==> src/rtl/pll_div_pkg.sv <==
package pll_div_pkg;

  localparam int BAND_N = 39;

  localparam int unsigned BAND_THR [BAND_N] = '{
      90,  100,  110,  130,  140,  150,  170,  180,  200,  220,
     240,  250,  270,  300,  330,  360,  400,  450,  500,  550,
     600,  650,  700,  750,  800,  850,  900,  950, 1000, 1050,
    1100, 1150, 1200, 1250, 1300, 1350, 1400, 1450, 1500};

  localparam logic [5:0] BAND_CODE [BAND_N] = '{
    6'h01, 6'h10, 6'h20, 6'h01, 6'h11, 6'h21, 6'h02, 6'h12, 6'h22, 6'h03,
    6'h13, 6'h23, 6'h04, 6'h14, 6'h05, 6'h15, 6'h25, 6'h06, 6'h16, 6'h07,
    6'h17, 6'h08, 6'h18, 6'h09, 6'h19, 6'h29, 6'h39, 6'h0a, 6'h1a, 6'h2a,
    6'h3a, 6'h0b, 6'h1b, 6'h2b, 6'h3b, 6'h0c, 6'h1c, 6'h2c, 6'h3c};

  typedef enum logic [2:0] {
    ST_IDLE, ST_CHECK, ST_LOAD, ST_WAIT, ST_FINAL, ST_FWAIT, ST_DONE
  } sel_state_t;

endpackage

==> src/rtl/pll_band_lut.sv <==
module pll_band_lut
  import pll_div_pkg::*;
#(
  parameter int FW = 12
) (
  input  logic [FW-1:0] lane_mhz,
  output logic          hit,
  output logic [5:0]    code
);

  // Scan from the top entry down, so that the lowest matching threshold is
  // the one left in place.
  always_comb begin
    hit  = 1'b0;
    code = '0;
    for (int i = BAND_N - 1; i >= 0; i--) begin
      if (32'(lane_mhz) <= BAND_THR[i]) begin
        hit  = 1'b1;
        code = BAND_CODE[i];
      end
    end
  end

endmodule

==> src/rtl/pll_seq_div.sv <==
module pll_seq_div #(
  parameter int NW = 24,
  parameter int DW = 12
) (
  input  logic          clk,
  input  logic          rst_n,
  input  logic          go,
  input  logic [NW-1:0] num,
  input  logic [DW-1:0] den,
  output logic          fin,
  output logic [NW-1:0] quo,
  output logic [DW-1:0] rem
);

  localparam int CW = $clog2(NW + 1);

  logic [NW-1:0] sh_q;
  logic [DW-1:0] rem_q;
  logic [DW-1:0] den_q;
  logic [CW-1:0] cnt_q;
  logic          fin_q;
  logic [DW:0]   trial;

  assign trial = {rem_q, sh_q[NW-1]};

  always_ff @(posedge clk or negedge rst_n) begin
    if (!rst_n) begin
      sh_q  <= '0;
      rem_q <= '0;
      den_q <= '0;
      cnt_q <= '0;
      fin_q <= 1'b0;
    end else begin
      fin_q <= 1'b0;
      if (go) begin
        sh_q  <= num;
        rem_q <= '0;
        den_q <= den;
        cnt_q <= CW'(NW);
      end else if (cnt_q != '0) begin
        if (trial >= {1'b0, den_q}) begin
          rem_q <= DW'(trial - {1'b0, den_q});
          sh_q  <= {sh_q[NW-2:0], 1'b1};
        end else begin
          rem_q <= trial[DW-1:0];
          sh_q  <= {sh_q[NW-2:0], 1'b0};
        end
        cnt_q <= cnt_q - 1'b1;
        if (cnt_q == CW'(1)) fin_q <= 1'b1;
      end
    end
  end

  assign fin = fin_q;
  assign quo = sh_q;
  assign rem = rem_q;

  // a finished division always leaves a remainder below the divisor
  p_rem_below_den_r3: assert property (@(posedge clk) disable iff (!rst_n)
    fin |-> (rem_q < den_q));

endmodule

==> src/rtl/pll_div_sel.sv <==
module pll_div_sel
  import pll_div_pkg::*;
#(
  parameter int FW          = 12,
  parameter int FB_LIMIT    = 1000,
  parameter int CMP_MIN_MHZ = 5,
  parameter int CMP_MAX_MHZ = 40,
  parameter int FBW         = $clog2(FB_LIMIT)
) (
  input  logic           clk,
  input  logic           rst_n,
  input  logic           start,
  input  logic [FW-1:0]  lane_mhz,
  input  logic [FW-1:0]  ref_mhz,
  output logic           busy,
  output logic           done,
  output logic           err_ref,
  output logic           err_band,
  output logic [FW-1:0]  prediv,
  output logic [FBW-1:0] fbdiv,
  output logic [FW-1:0]  actual_mhz,
  output logic [7:0]     vco_byte,
  output logic [7:0]     band_byte,
  output logic [7:0]     prediv_byte,
  output logic [7:0]     fb_lo_byte,
  output logic [7:0]     fb_hi_byte
);

  localparam int PW = 2 * FW;

  sel_state_t    st_q;
  logic [FW-1:0] lane_q, ref_q;
  logic [FW-1:0] cand_q, cand_end_q;
  logic [FW-1:0] best_rem_q, best_pre_q;
  logic [FBW-1:0] best_fb_q;
  logic          found_q;
  logic [5:0]    band_code_q;

  logic          band_hit;
  logic [5:0]    band_code;
  logic [FW-1:0] lo_c, hi_c;
  logic          div_go, div_fin;
  logic [PW-1:0] div_num, div_quo;
  logic [FW-1:0] div_den, div_rem;
  logic [15:0]   fbm1;
  logic [7:0]    vco_c;

  pll_band_lut #(.FW(FW)) band_i (
    .lane_mhz (lane_q),
    .hit      (band_hit),
    .code     (band_code)
  );

  assign lo_c = FW'(ref_q / FW'(CMP_MAX_MHZ)) + FW'(1);
  assign hi_c = FW'(ref_q / FW'(CMP_MIN_MHZ));

  // One divider serves both the candidate search and the final clock pass
  assign div_go  = ((st_q == ST_LOAD) && (cand_q < cand_end_q)) ||
                   (st_q == ST_FINAL);
  assign div_num = (st_q == ST_FINAL) ? PW'(ref_q) * PW'(best_fb_q)
                                      : PW'(lane_q) * PW'(cand_q);
  assign div_den = (st_q == ST_FINAL) ? best_pre_q : ref_q;

  pll_seq_div #(.NW(PW), .DW(FW)) div_i (
    .clk   (clk),
    .rst_n (rst_n),
    .go    (div_go),
    .num   (div_num),
    .den   (div_den),
    .fin   (div_fin),
    .quo   (div_quo),
    .rem   (div_rem)
  );

  assign fbm1  = 16'(best_fb_q) - 16'd1;
  assign vco_c = 8'h80 | 8'(32'(lane_q / FW'(200)) << 3) | 8'h03;

  always_ff @(posedge clk or negedge rst_n) begin
    if (!rst_n) begin
      st_q        <= ST_IDLE;
      lane_q      <= '0;
      ref_q       <= '0;
      cand_q      <= '0;
      cand_end_q  <= '0;
      best_rem_q  <= '1;
      best_pre_q  <= '0;
      best_fb_q   <= '0;
      found_q     <= 1'b0;
      band_code_q <= '0;
      err_ref     <= 1'b0;
      err_band    <= 1'b0;
      prediv      <= '0;
      fbdiv       <= '0;
      actual_mhz  <= '0;
      vco_byte    <= '0;
      band_byte   <= '0;
      prediv_byte <= '0;
      fb_lo_byte  <= '0;
      fb_hi_byte  <= '0;
    end else begin
      case (st_q)
        ST_IDLE: begin
          if (start) begin
            lane_q <= lane_mhz;
            ref_q  <= ref_mhz;
            st_q   <= ST_CHECK;
          end
        end
        ST_CHECK: begin
          band_code_q <= band_code;
          best_rem_q  <= '1;
          found_q     <= 1'b0;
          cand_q      <= lo_c;
          cand_end_q  <= hi_c;
          if (!band_hit || (hi_c < lo_c)) begin
            err_band    <= !band_hit;
            err_ref     <= band_hit;
            prediv      <= '0;
            fbdiv       <= '0;
            actual_mhz  <= '0;
            vco_byte    <= '0;
            band_byte   <= '0;
            prediv_byte <= '0;
            fb_lo_byte  <= '0;
            fb_hi_byte  <= '0;
            st_q        <= ST_DONE;
          end else begin
            st_q <= ST_LOAD;
          end
        end
        ST_LOAD: begin
          if (cand_q < cand_end_q) begin
            st_q <= ST_WAIT;
          end else if (found_q) begin
            st_q <= ST_FINAL;
          end else begin
            err_band    <= 1'b0;
            err_ref     <= 1'b1;
            prediv      <= '0;
            fbdiv       <= '0;
            actual_mhz  <= '0;
            vco_byte    <= '0;
            band_byte   <= '0;
            prediv_byte <= '0;
            fb_lo_byte  <= '0;
            fb_hi_byte  <= '0;
            st_q        <= ST_DONE;
          end
        end
        ST_WAIT: begin
          if (div_fin) begin
            if ((div_rem < best_rem_q) && (div_quo < PW'(FB_LIMIT))) begin
              best_rem_q <= div_rem;
              best_pre_q <= cand_q;
              best_fb_q  <= FBW'(div_quo);
              found_q    <= 1'b1;
            end
            cand_q <= cand_q + FW'(1);
            st_q   <= ST_LOAD;
          end
        end
        ST_FINAL: st_q <= ST_FWAIT;
        ST_FWAIT: begin
          if (div_fin) begin
            err_ref     <= 1'b0;
            err_band    <= 1'b0;
            prediv      <= best_pre_q;
            fbdiv       <= best_fb_q;
            actual_mhz  <= FW'(div_quo);
            vco_byte    <= vco_c;
            band_byte   <= {1'b0, band_code_q, 1'b0};
            prediv_byte <= 8'(best_pre_q - FW'(1));
            fb_lo_byte  <= {3'b000, fbm1[4:0]};
            fb_hi_byte  <= 8'h80 | 8'(fbm1 >> 5);
            st_q        <= ST_DONE;
          end
        end
        default: st_q <= ST_IDLE;
      endcase
    end
  end

  assign busy = (st_q != ST_IDLE);
  assign done = (st_q == ST_DONE);

  // done is a single-cycle pulse
  p_done_pulse_r9: assert property (@(posedge clk) disable iff (!rst_n)
    done |=> !done);

  // results do not move while the block is idle
  p_hold_idle_r10: assert property (@(posedge clk) disable iff (!rst_n)
    (!busy) |=> $stable({prediv, fbdiv, actual_mhz, err_ref, err_band}));

  // the two error causes exclude each other
  p_err_excl_r4: assert property (@(posedge clk) disable iff (!rst_n)
    !(err_ref && err_band));

  // a successful result respects the feedback limit and a nonzero predivider
  p_fb_in_limit_r2: assert property (@(posedge clk) disable iff (!rst_n)
    (done && !err_ref && !err_band) |-> ((32'(fbdiv) < FB_LIMIT) && (prediv != '0)));

  // the best remainder never grows while the search is running
  p_best_shrinks_r2: assert property (@(posedge clk) disable iff (!rst_n)
    (st_q == ST_WAIT) |=> (best_rem_q <= $past(best_rem_q)));

endmodule

==> config.mk <==
export PLATFORM = sky130hd
export DESIGN_NAME = pll_div_sel
export DESIGN_NICKNAME = d
export VERILOG_FILES = /design/src/rtl/pll_div_pkg.sv /design/src/rtl/pll_band_lut.sv /design/src/rtl/pll_seq_div.sv /design/src/rtl/pll_div_sel.sv
export SDC_FILE = /design/constraint.sdc
export NUM_CORES = 1
export LEC_CHECK = 0
export BUFFER_PORTS_ARGS = -buffer_cell sky130_fd_sc_hd__clkbuf_2
export CORE_ASPECT_RATIO = 1.1
export CORE_MARGIN = 10
export CORE_UTILIZATION = 60
export CTS_BUF_LIST = sky130_fd_sc_hd__clkbuf_16
export DETAILED_ROUTE_END_ITERATION = 7
export GPL_ROUTABILITY_DRIVEN = 0
export GPL_TIMING_DRIVEN = 0
export PLACE_DENSITY = 0.76
export SYNTH_ARGS = -nofsm -noshare
export SYNTH_HDL_FRONTEND = slang
export SYNTH_SLANG_ARGS = --single-unit
==> constraint.sdc <==
create_clock -name clk -period 8.8 [get_ports clk]
set_input_delay 0.88 -clock clk [delete_from_list [all_inputs] [get_ports clk]]
set_output_delay 0.88 -clock clk [all_outputs]
set_load 0.02 [all_outputs]
==> results.md, run 1 <==
- The run finished, with violations left.
- The checks that failed: DRC.
- The total of max-cap violations is 0.
- Power spread over the standard cell area amounts to ~100 nW/um^2.
- In this run the critical register-to-register path is launched from lane_q[5]$_DFFE_PN0P_.
- The TritonCTS clock tree is built.
- The worst setup path is launched from a register.
- The hold-fix buffer count after cts is 0.
- Cells with a size suffix above 1 make up between 9 and 10% of the layout.
- The residual overflow from global routing is 0.
- The post-route total power is 2.39 mW.
- The arrival time of data at the critical path endpoint is 8640 ps.
- The number of pins with negative max-slew slack in the final report is 0.
- The initial utilization of the core area, before any placement, comes to approximately three fifths.
- The share of synthesized cell area in full adder, half adder and majority cells is 26.2%.
- Along the worst path, the maximum fanout reaches 10.
- The kind of capture point of the worst setup path is a register.
- The transition time at the pin with the least slew margin is 1150 ps.
- The total DRC errors in the routed layout is 1.
- The floorplan step defined a die boundary enclosing ~44000 um^2.
- The area growth from synthesis to layout is 8.94%.
- The cell area after technology mapping is 21800 um^2.
- At the worst endpoint, the required time is 9180 ps.
- Setup repair after global routing left no endpoint under its margin.
- The endpoint of the worst-slack reg-to-reg timing path is div_i.quo[22]$_DFFE_PN0P_.
- The buffering stage count on the worst path with inverters included is 6.
- The synthesized design contains 0 enable-type register cells.
- The post-synthesis mux area share is 2.45%.
- The simple logic cell fraction of the synthesized area is 18.6%.
- The count of input and output buffers is 98.
- The first routing iteration left 2482 violations.
- Buffers added to address setup during post-CTS repair amount to 0.
- The mean instance size in the synthesized netlist is 8.59 um^2.
- The clock latency on the worst-skew pair is 570 ps.
- The number of standard-cell rows in the floorplan is 73.
- The final wirelength is 67.8 mm.
- The analysis attributes to cell leakage a power of 11.8 nW.
- Dividing the detail-routed wire length by the instance count gives 21.4 um.
- sky130_fd_sc_hd__dfrtp_1 takes more of the synthesized area than any other cell.
- The leading cell type by number of instances after synthesis is sky130_fd_sc_hd__nand2_1.
- The largest net degree at the start of global routing is 83.
- The count of warnings emitted by yosys is 0.
- The summed negative setup slack over all endpoints is 0 ps.
- The flip-flop and latch count after synthesis is 210.
- On the worst path, the slowest cell contributes a delay of 540 ps.
- The floorplan step set the die height to 220 um.
- The type of the worst min-delay path is in -> async.
- The overall routing resource usage is 30.3%.
- The total setup violations reported at the end of the flow is 0.
- After clock tree synthesis, the clock-pin slew on the worst setup and hold paths is roughly 60 ps.
- The die outline width is 202 um.
- The maximum operating frequency is 121 MHz.
- After legalization and detailed placement, the total HPWL measured approximately 52 mm.
- IR analysis of the VDD net gives a maximum drop of 0.000152 V.
- The highest-delay cell along the critical path is sky130_fd_sc_hd__dfrtp_1.
- The commonest cells after synthesis are sky130_fd_sc_hd__nand2_1, sky130_fd_sc_hd__inv_1, sky130_fd_sc_hd__dfrtp_1.
- After synthesis, the netlist uses 99 different library cells.
- In this run the deepest clock path goes through 3 buffers.
- The time the final worst path needs with I/O delays and setup is roughly 8300 ps.
- The CTS root buffer is sky130_fd_sc_hd__clkbuf_16.
- The via count of the first global-routing pass is 19830.
- The signal on the critical path passes through clkbuf_1 -> clkbuf_1 -> clkbuf_1 -> clkbuf_1 -> clkbuf_2 -> nand2_1 -> fa_1 -> inv_1 -> fa_1 -> ha_1 -> fa_1 -> fa_1 -> ha_1 -> a21boi_0 -> o21ai_0 -> a21boi_0 -> o21a_1 -> o21ai_0 -> a211oi_1 -> or4_1 -> a31o_2 -> a21oi_1 -> xor2_1 -> o22ai_1.
- The clock sink count is 210.
- Summing the areas of all compound-gate instances in the mapped netlist gives 17.6% of the synthesized area.
- By startpoint and endpoint, the worst setup path is classified as reg -> reg.
- Using the TritonRoute via totals, the vias-per-cell ratio works out to 6.33.
- The fraction of registers with async set/reset is 100%.
- After synthesis, the largest family of logic cells by area is adder cells.
- The routed layout has 20096 vias.
- The number of antenna repair diodes is 0.
- The leading register cell type out of synthesis is sky130_fd_sc_hd__dfrtp_1.
- The antenna violation net count after detailed routing is 0.
- The number of endpoints with negative hold slack in the final report is 0.
- The worst setup skew after layout is around 33 ps.
- The setup check on the worst reg-to-reg path leaves a slack of 540 ps.
- The floorplan step defined a core boundary enclosing around 36000 um^2.
- The depth of the worst register-to-register path is 24.
- For this run, the detailed router's first-pass iteration total came to 8.
- In the final design database the tool counted 3039 nets.
- In the synthesized netlist, the number of instances is 2535.
- The count of boundary I/O pins is approximately 110.
- The kind of cell with the highest combined delay along the critical path is adder cells.
- Measured against its own limit, the worst slew margin works out to 22.4%.
- The global-route wire length before repair is roughly 110 mm.
- The fraction of the yosys area taken by sequential cells is between 20 and 25%.
- After synthesis, the cell types taking the most area are sky130_fd_sc_hd__dfrtp_1, sky130_fd_sc_hd__fa_1, sky130_fd_sc_hd__ha_1.
- The xor/xnor cell area share of the yosys netlist is 2.70%.
- CTS built an H-tree with a depth of 1.
- In the finished design, the share of the clock period the worst path needs comes to 93.9%.
- The number of antenna violations at the first check in global routing is 0.
- The number of clock buffers added by TritonCTS is 25.
- The share of synthesized area in the top cell type comes to 22.8%.
logic make-up (layout without fill, tap and decap cells):
logic type / count (synthesis) / count (layout)
buffers and inverters: 450 / 596
DFF: 210 / 210
adders and majority gates: 349 / 349
xor gates and xnor gates: 67 / 67
other: 2 / 7
and+or+nand+nor: 848 / 848
AOI/OAI and AO/OA: 561 / 561
muxes: 48 / 48
layout by cell type, fill, tap and decap left out, types with 25 or more instances in the layout:
cell type / count
sky130_fd_sc_hd__mux2_2: 39
sky130_fd_sc_hd__nand2_1: 353
sky130_fd_sc_hd__nor2_1: 162
sky130_fd_sc_hd__dfrtp_1: 198
sky130_fd_sc_hd__a21o_1: 28
sky130_fd_sc_hd__nor3_1: 41
sky130_fd_sc_hd__inv_1: 268
sky130_fd_sc_hd__and2_1: 91
sky130_fd_sc_hd__ha_1: 166
sky130_fd_sc_hd__fa_1: 179
sky130_fd_sc_hd__xnor2_1: 44
sky130_fd_sc_hd__a22o_1: 60
sky130_fd_sc_hd__nand3_1: 40
sky130_fd_sc_hd__clkbuf_1: 150
sky130_fd_sc_hd__a21oi_1: 123
sky130_fd_sc_hd__clkbuf_16: 25
sky130_fd_sc_hd__o21ai_0: 123
sky130_fd_sc_hd__a31oi_1: 33
sky130_fd_sc_hd__clkbuf_2: 98
final cells by class:
| class | count | area (um^2) |
|---|---|---|
| clock buffers | 25 | 626 |
| well taps | 487 | 609 |
| multi-input cells | 1880 | 14700 |
| repair buffers | 100 | 554 |
| plain buffers | 188 | 815 |
| clock inverters | 21 | 138 |
| fillers | 3036 | 12300 |
| inverters | 262 | 983 |
| flip-flops and latches | 210 | 5270 |
worst register-to-register path: stages, from the launching register on:
cell,delay [ps]
sky130_fd_sc_hd__dfrtp_1,540
sky130_fd_sc_hd__clkbuf_1,420
sky130_fd_sc_hd__clkbuf_1,410
sky130_fd_sc_hd__clkbuf_1,510
sky130_fd_sc_hd__clkbuf_1,510
sky130_fd_sc_hd__clkbuf_2,380
sky130_fd_sc_hd__nand2_1,120
sky130_fd_sc_hd__fa_1,510
sky130_fd_sc_hd__inv_1,60
sky130_fd_sc_hd__fa_1,450
sky130_fd_sc_hd__ha_1,340
sky130_fd_sc_hd__fa_1,530
sky130_fd_sc_hd__fa_1,500
sky130_fd_sc_hd__ha_1,340
sky130_fd_sc_hd__a21boi_0,150
sky130_fd_sc_hd__o21ai_0,230
sky130_fd_sc_hd__a21boi_0,150
sky130_fd_sc_hd__o21a_1,200
sky130_fd_sc_hd__o21ai_0,370
sky130_fd_sc_hd__a211oi_1,170
sky130_fd_sc_hd__or4_1,470
sky130_fd_sc_hd__a31o_2,260
sky130_fd_sc_hd__a21oi_1,180
sky130_fd_sc_hd__xor2_1,180
sky130_fd_sc_hd__o22ai_1,110
registers in the layout, summed over array words and instances (netlist names), 3 cells and up:
name and flops:
lane_q 12, fb_hi_byte 6, best_rem_q 12, cand_q 12
div_i.rem 12, fbdiv 10, best_pre_q 12, prediv_byte 8
prediv 12, st_q 3, actual_mhz 12, band_byte 6
div_i.cnt_q 5, band_code_q 6, div_i.den_q 12, ref_q 12
fb_lo_byte 5, vco_byte 5, div_i.quo 24, cand_end_q 10
best_fb_q 10
per-stage QoR:
stage	cells	hold WS [ps]	setup WS (ps)	area, um^2	utilization, %
after CTS	3173	335	529	23700	65.9
after floorplan	2540	444	2120	21800	-
after global routing	3173	357	123	23700	65.9
final	3173	302	537	23700	65.9
after global placement	3125	464	663	22900	63.6
after detailed placement	3127	466	574	23000	63.8
routing by layer:
metal / wire [um] / global-route usage, %
met2: 31200 / 49.6
met1: 26000 / 37.6
met4: 4290 / 16.9
met3: 6280 / 5.14
met5: 0 / 0
what timing repair did:
action                                  4_1_cts  5_1_grt
gates resized for setup                       0        2
endpoints found under the setup margin        0        1
hold endpoints to repair                      0        0
where the power goes:
group | switching [mW] | total, mW | internal [mW]
Sequential | 0.00763 | 0.980 | 0.972
Clock | 0.447 | 0.995 | 0.548
Combinational | 0.283 | 0.412 | 0.130
Total | 0.737 | 2.39 | 1.65
worst max-delay path by stage:
stage	slack, ps	start	to	cells past startpoint
detailed placement	570	lane_q[5]$_DFFE_PN0P_	div_i.quo[22]$_DFFE_PN0P_	24
finish	540	lane_q[5]$_DFFE_PN0P_	div_i.quo[22]$_DFFE_PN0P_	24
global placement	660	lane_q[5]$_DFFE_PN0P_	div_i.quo[22]$_DFFE_PN0P_	24
floorplan	2120	lane_q[5]$_DFFE_PN0P_	div_i.quo[22]$_DFFE_PN0P_	24
global route	120	lane_q[7]$_DFFE_PN0P_	div_i.quo[22]$_DFFE_PN0P_	26
CTS	530	lane_q[5]$_DFFE_PN0P_	div_i.quo[22]$_DFFE_PN0P_	24
(Power assumes the default switching activity.)
==> run 2: changes to the inputs <==
Settings changed: REMOVE_ABC_BUFFERS from default to 1.
==> run 2 against run 1 <==
- the flow now finishes without violations
- power is 4.3% higher
- sequential cell count unchanged
- critical endpoint unchanged
- via count down 5.9%
- routed wire length down 12%
- cell count down 5.5%
- sequential power is 6% higher
- global-route usage shrank 3.7 points
- clock-buffer cell count is 1 higher
- worst setup slack improved by 1200 ps
- core utilization shrank 1.2 points
- combinational power decreased by 23%
==> results.md, run 2 (synthesis results as in run 1) <==
- The total setup violations reported at the end of the flow is 0 (unchanged).
- The vertical die dimension is 220 um (unchanged).
- The number of nets in the layout was 2865 (was 3039).
- The summed negative setup slack over all endpoints is 0 ps (unchanged).
- RSZ-0062 raised after global routing: false (unchanged).
- The deepest clock path buffer count is 3 (unchanged).
- The headroom to the max-slew limit is 5.50% (was 22.4%).
- The CTS clock-pin slew for the worst setup and hold paths is 60 ps (about the same).
- The residual overflow from global routing is 0 (unchanged).
- The worst voltage drop across the vdd grid is 0.000136 V (was 0.000152 V).
- The total vias in the final route came to 18906 (was 20096).
- The final wirelength is 59.4 mm (was 67.8 mm).
- The part of the power in the clock network was 45.6% (was 41.7%).
- The number of violations reported at the end of detailed-routing iteration 0 was 1891 (was 2482).
- The count of input and output buffers is 98 (unchanged).
- The end-of-flow core utilization was 64.7% (was 65.9%).
- The via count of the first global-routing pass came to 19002 (was 19830).
- The level count of the clock H-tree came to 1 (unchanged).
- The CTS root buffer is sky130_fd_sc_hd__clkbuf_16 (unchanged).
- The post-route total power is 2.49 mW (was 2.39 mW).
- The top fanout value on the critical path is 39 (was 10).
- The TritonCTS clock tree was built (unchanged).
- The clock latency on the worst-skew pair is 570 ps (about the same).
- The final worst-path cycle share is 80.0% (was 93.9%).
- The combinational group share of total power came to 12.8% (was 17.3%).
- The average wire length per cell after detail routing is 19.8 um (was 21.4 um).
- The total cell area at the placement stage is 22400 um^2 (was 23000 um^2).
- The die outline width is 202 um (unchanged).
- The die footprint is 44300 um^2 (unchanged).
- The total power density per cell area was 107 nW/um^2 (was 101 nW/um^2).
- Most frequent cells in the layout: sky130_fd_sc_hd__nand2_1, sky130_fd_sc_hd__inv_1, sky130_fd_sc_hd__dfrtp_1, sky130_fd_sc_hd__fa_1, sky130_fd_sc_hd__ha_1 (unchanged).
- The antenna violation net count after detailed routing was 0 (unchanged).
- The number of post-CTS setup repair buffers came to 0 (unchanged).
- The number of instances resized during post-cts repair was 0 (unchanged).
- The internal power is 1.77 mW (was 1.65 mW).
- The delay of the slowest cell on the worst path is 1290 ps (was 540 ps).
- The worst setup skew after layout is 20.2 ps (was 32.9 ps).
- The number of antenna violations at the first check in global routing came to 0 (unchanged).
- Status: finished clean (was finished, violations left).
- The kind of critical path is reg -> reg (unchanged).
- The highest-delay cell along the critical path is sky130_fd_sc_hd__dfrtp_1 (unchanged).
- Cells along the critical path: nand2_1 -> fa_1 -> inv_1 -> fa_1 -> ha_1 -> fa_1 -> fa_1 -> ha_1 -> a21boi_0 -> o21ai_0 -> a21boi_0 -> o21a_1 -> o21ai_0 -> a211oi_1 -> or4_1 -> a31o_2 -> a21oi_1 -> xor2_1 -> o22ai_1 (was clkbuf_1 -> clkbuf_1 -> clkbuf_1 -> clkbuf_1 -> clkbuf_2 -> nand2_1 -> fa_1 -> inv_1 -> fa_1 -> ha_1 -> fa_1 -> fa_1 -> ha_1 -> a21boi_0 -> o21ai_0 -> a21boi_0 -> o21a_1 -> o21ai_0 -> a211oi_1 -> or4_1 -> a31o_2 -> a21oi_1 -> xor2_1 -> o22ai_1).
- The switching part of the total is 29.0% (was 30.9%).
- The synthesis-to-finish area growth is 6.88% (was 8.94%).
- The number of standard-cell rows in the floorplan was 73 (unchanged).
- The overall routing resource usage is 26.5% (was 30.3%).
- The share of final-layout standard cells stronger than drive strength 1 is 9.84% (was 9.20%).
- The most common library cell in the layout ignoring fill and taps is sky130_fd_sc_hd__nand2_1 (unchanged).
- The critical path data required time is 9190 ps (was 9180 ps).
- The arrival time of data at the critical path endpoint was 7430 ps (was 8640 ps).
- The transition time at the pin with the least slew margin is 1420 ps (was 1150 ps).
- The number of endpoints with negative hold slack in the final report is 0 (unchanged).
- The clock sink count was 210 (unchanged).
- The mean number of vias per cell is 6.31 (was 6.33).
- The largest net degree at the start of global routing is 117 (was 83).
- The number of pins with negative max-slew slack in the final report is 0 (unchanged).
- The number of antenna repair diodes is 0 (unchanged).
- The total DRC errors in the routed layout is 0 (was 1).
- The kind of start point of the critical path is a register (unchanged).
- The count of boundary I/O pins is 105 (unchanged).
- The detailed placement HPWL is 42.8 mm (was 52.3 mm).
- The initial core utilization is 60.5% (unchanged).
- The maximum operating frequency is 142 MHz (was 121 MHz).
- The time the final worst path needs with I/O delays and setup is 7040 ps (was 8260 ps).
- The post-route standard cell area excluding fillers was 23300 um^2 (was 23700 um^2).
- The type of the worst min-delay path is in -> async (unchanged).
- The area inside the core boundary came to 36000 um^2 (unchanged).
- The leakage power figure is 11.6 nW (was 11.8 nW).
- The worst slack on hold paths is 376 ps (was 302 ps).
- The hold-fix buffer count after cts is 0 (unchanged).
- The library cell appearing most often on the critical path is sky130_fd_sc_hd__fa_1.
- The global-route wire length before repair is 97.5 mm (was 108 mm).
- The net switching power is 0.722 mW (was 0.737 mW).
- The number of flip-flops in the largest register is 24 (unchanged).
- The total clock buffers created by CTS was 26 (was 25).
- The total of max-cap violations is 0 (unchanged).
- The iteration count of the initial detailed-routing pass came to 6 (was 8).
- The kind of capture point of the worst setup path is a register (unchanged).
- The portion of total power attributed to sequential cells came to 41.6% (was 41.0%).
## run 2: final timing paths
path                                         start                         to  slack [ps]  cells after the start
setup reg to reg             lane_q[4]$_DFFE_PN0P_  div_i.quo[22]$_DFFE_PN0P_        1760                     19
setup / recovery             lane_q[4]$_DFFE_PN0P_  div_i.quo[22]$_DFFE_PN0P_        1760                     19
hold / removal                               rst_n       ref_q[9]$_DFFE_PN0P_         380                      1
min in group clk           vco_byte[4]$_DFFE_PN0P_    vco_byte[4]$_DFFE_PN0P_         480                      1
max in group asynchronous                    rst_n  best_pre_q[1]$_DFFE_PN0P_        7350                      2
hold reg to reg            vco_byte[4]$_DFFE_PN0P_    vco_byte[4]$_DFFE_PN0P_         480                      1
## run 2: power by group through the flow
stage	combinational [mW]	clock (mW)	sequential, mW
after floorplan	0.217	0	1.02
after global placement	0.295	0	1.05
after detailed placement	0.307	0	1.05
after CTS	0.309	1.15	1.03
after global routing	0.351	1.19	1.04
final	0.319	1.13	1.04
## run 2: through the flow
stage | instances | worst slack [ps]
after floorplan | 2352 | 2490
after CTS | 2998 | 1810
final | 2998 | 1760
after global routing | 2998 | 1310
after detailed placement | 2952 | 1880
after global placement | 2937 | 12.3
## run 2: final cells by class
| type | count | area [um^2] |
|---|---|---|
| flip-flops and latches | 210 | 5280 |
| fillers | 3043 | 12700 |
| inverters | 262 | 983 |
| repair buffers | 113 | 731 |
| clock buffers | 26 | 651 |
| multi-input cells | 1880 | 14800 |
| clock inverters | 20 | 230 |
| well taps | 487 | 609 |
## run 2: routing by layer
metal | routed length [um] | global-route usage (%) | share of wire [%] | vias to the layer above
met5 | 0 | 0 | 0 | -
met4 | 2840 | 12.8 | 4.8 | 0
met3 | 4630 | 3.51 | 7.8 | 183
met2 | 27700 | 44.1 | 47 | 915
li1 | - | - | - | 8532
met1 | 24300 | 33.9 | 41 | 9276
## run 2: worst max-delay path, delay by kind of cell, from the launching register on
family	cells	cell delay (ps)
DFF	1	1290
AOI/OAI and AO/OA	9	1930
xor gates and xnor gates	1	250
adders and majority gates	6	2700
buffers and inverters	1	50
and+or+nand+nor	2	630
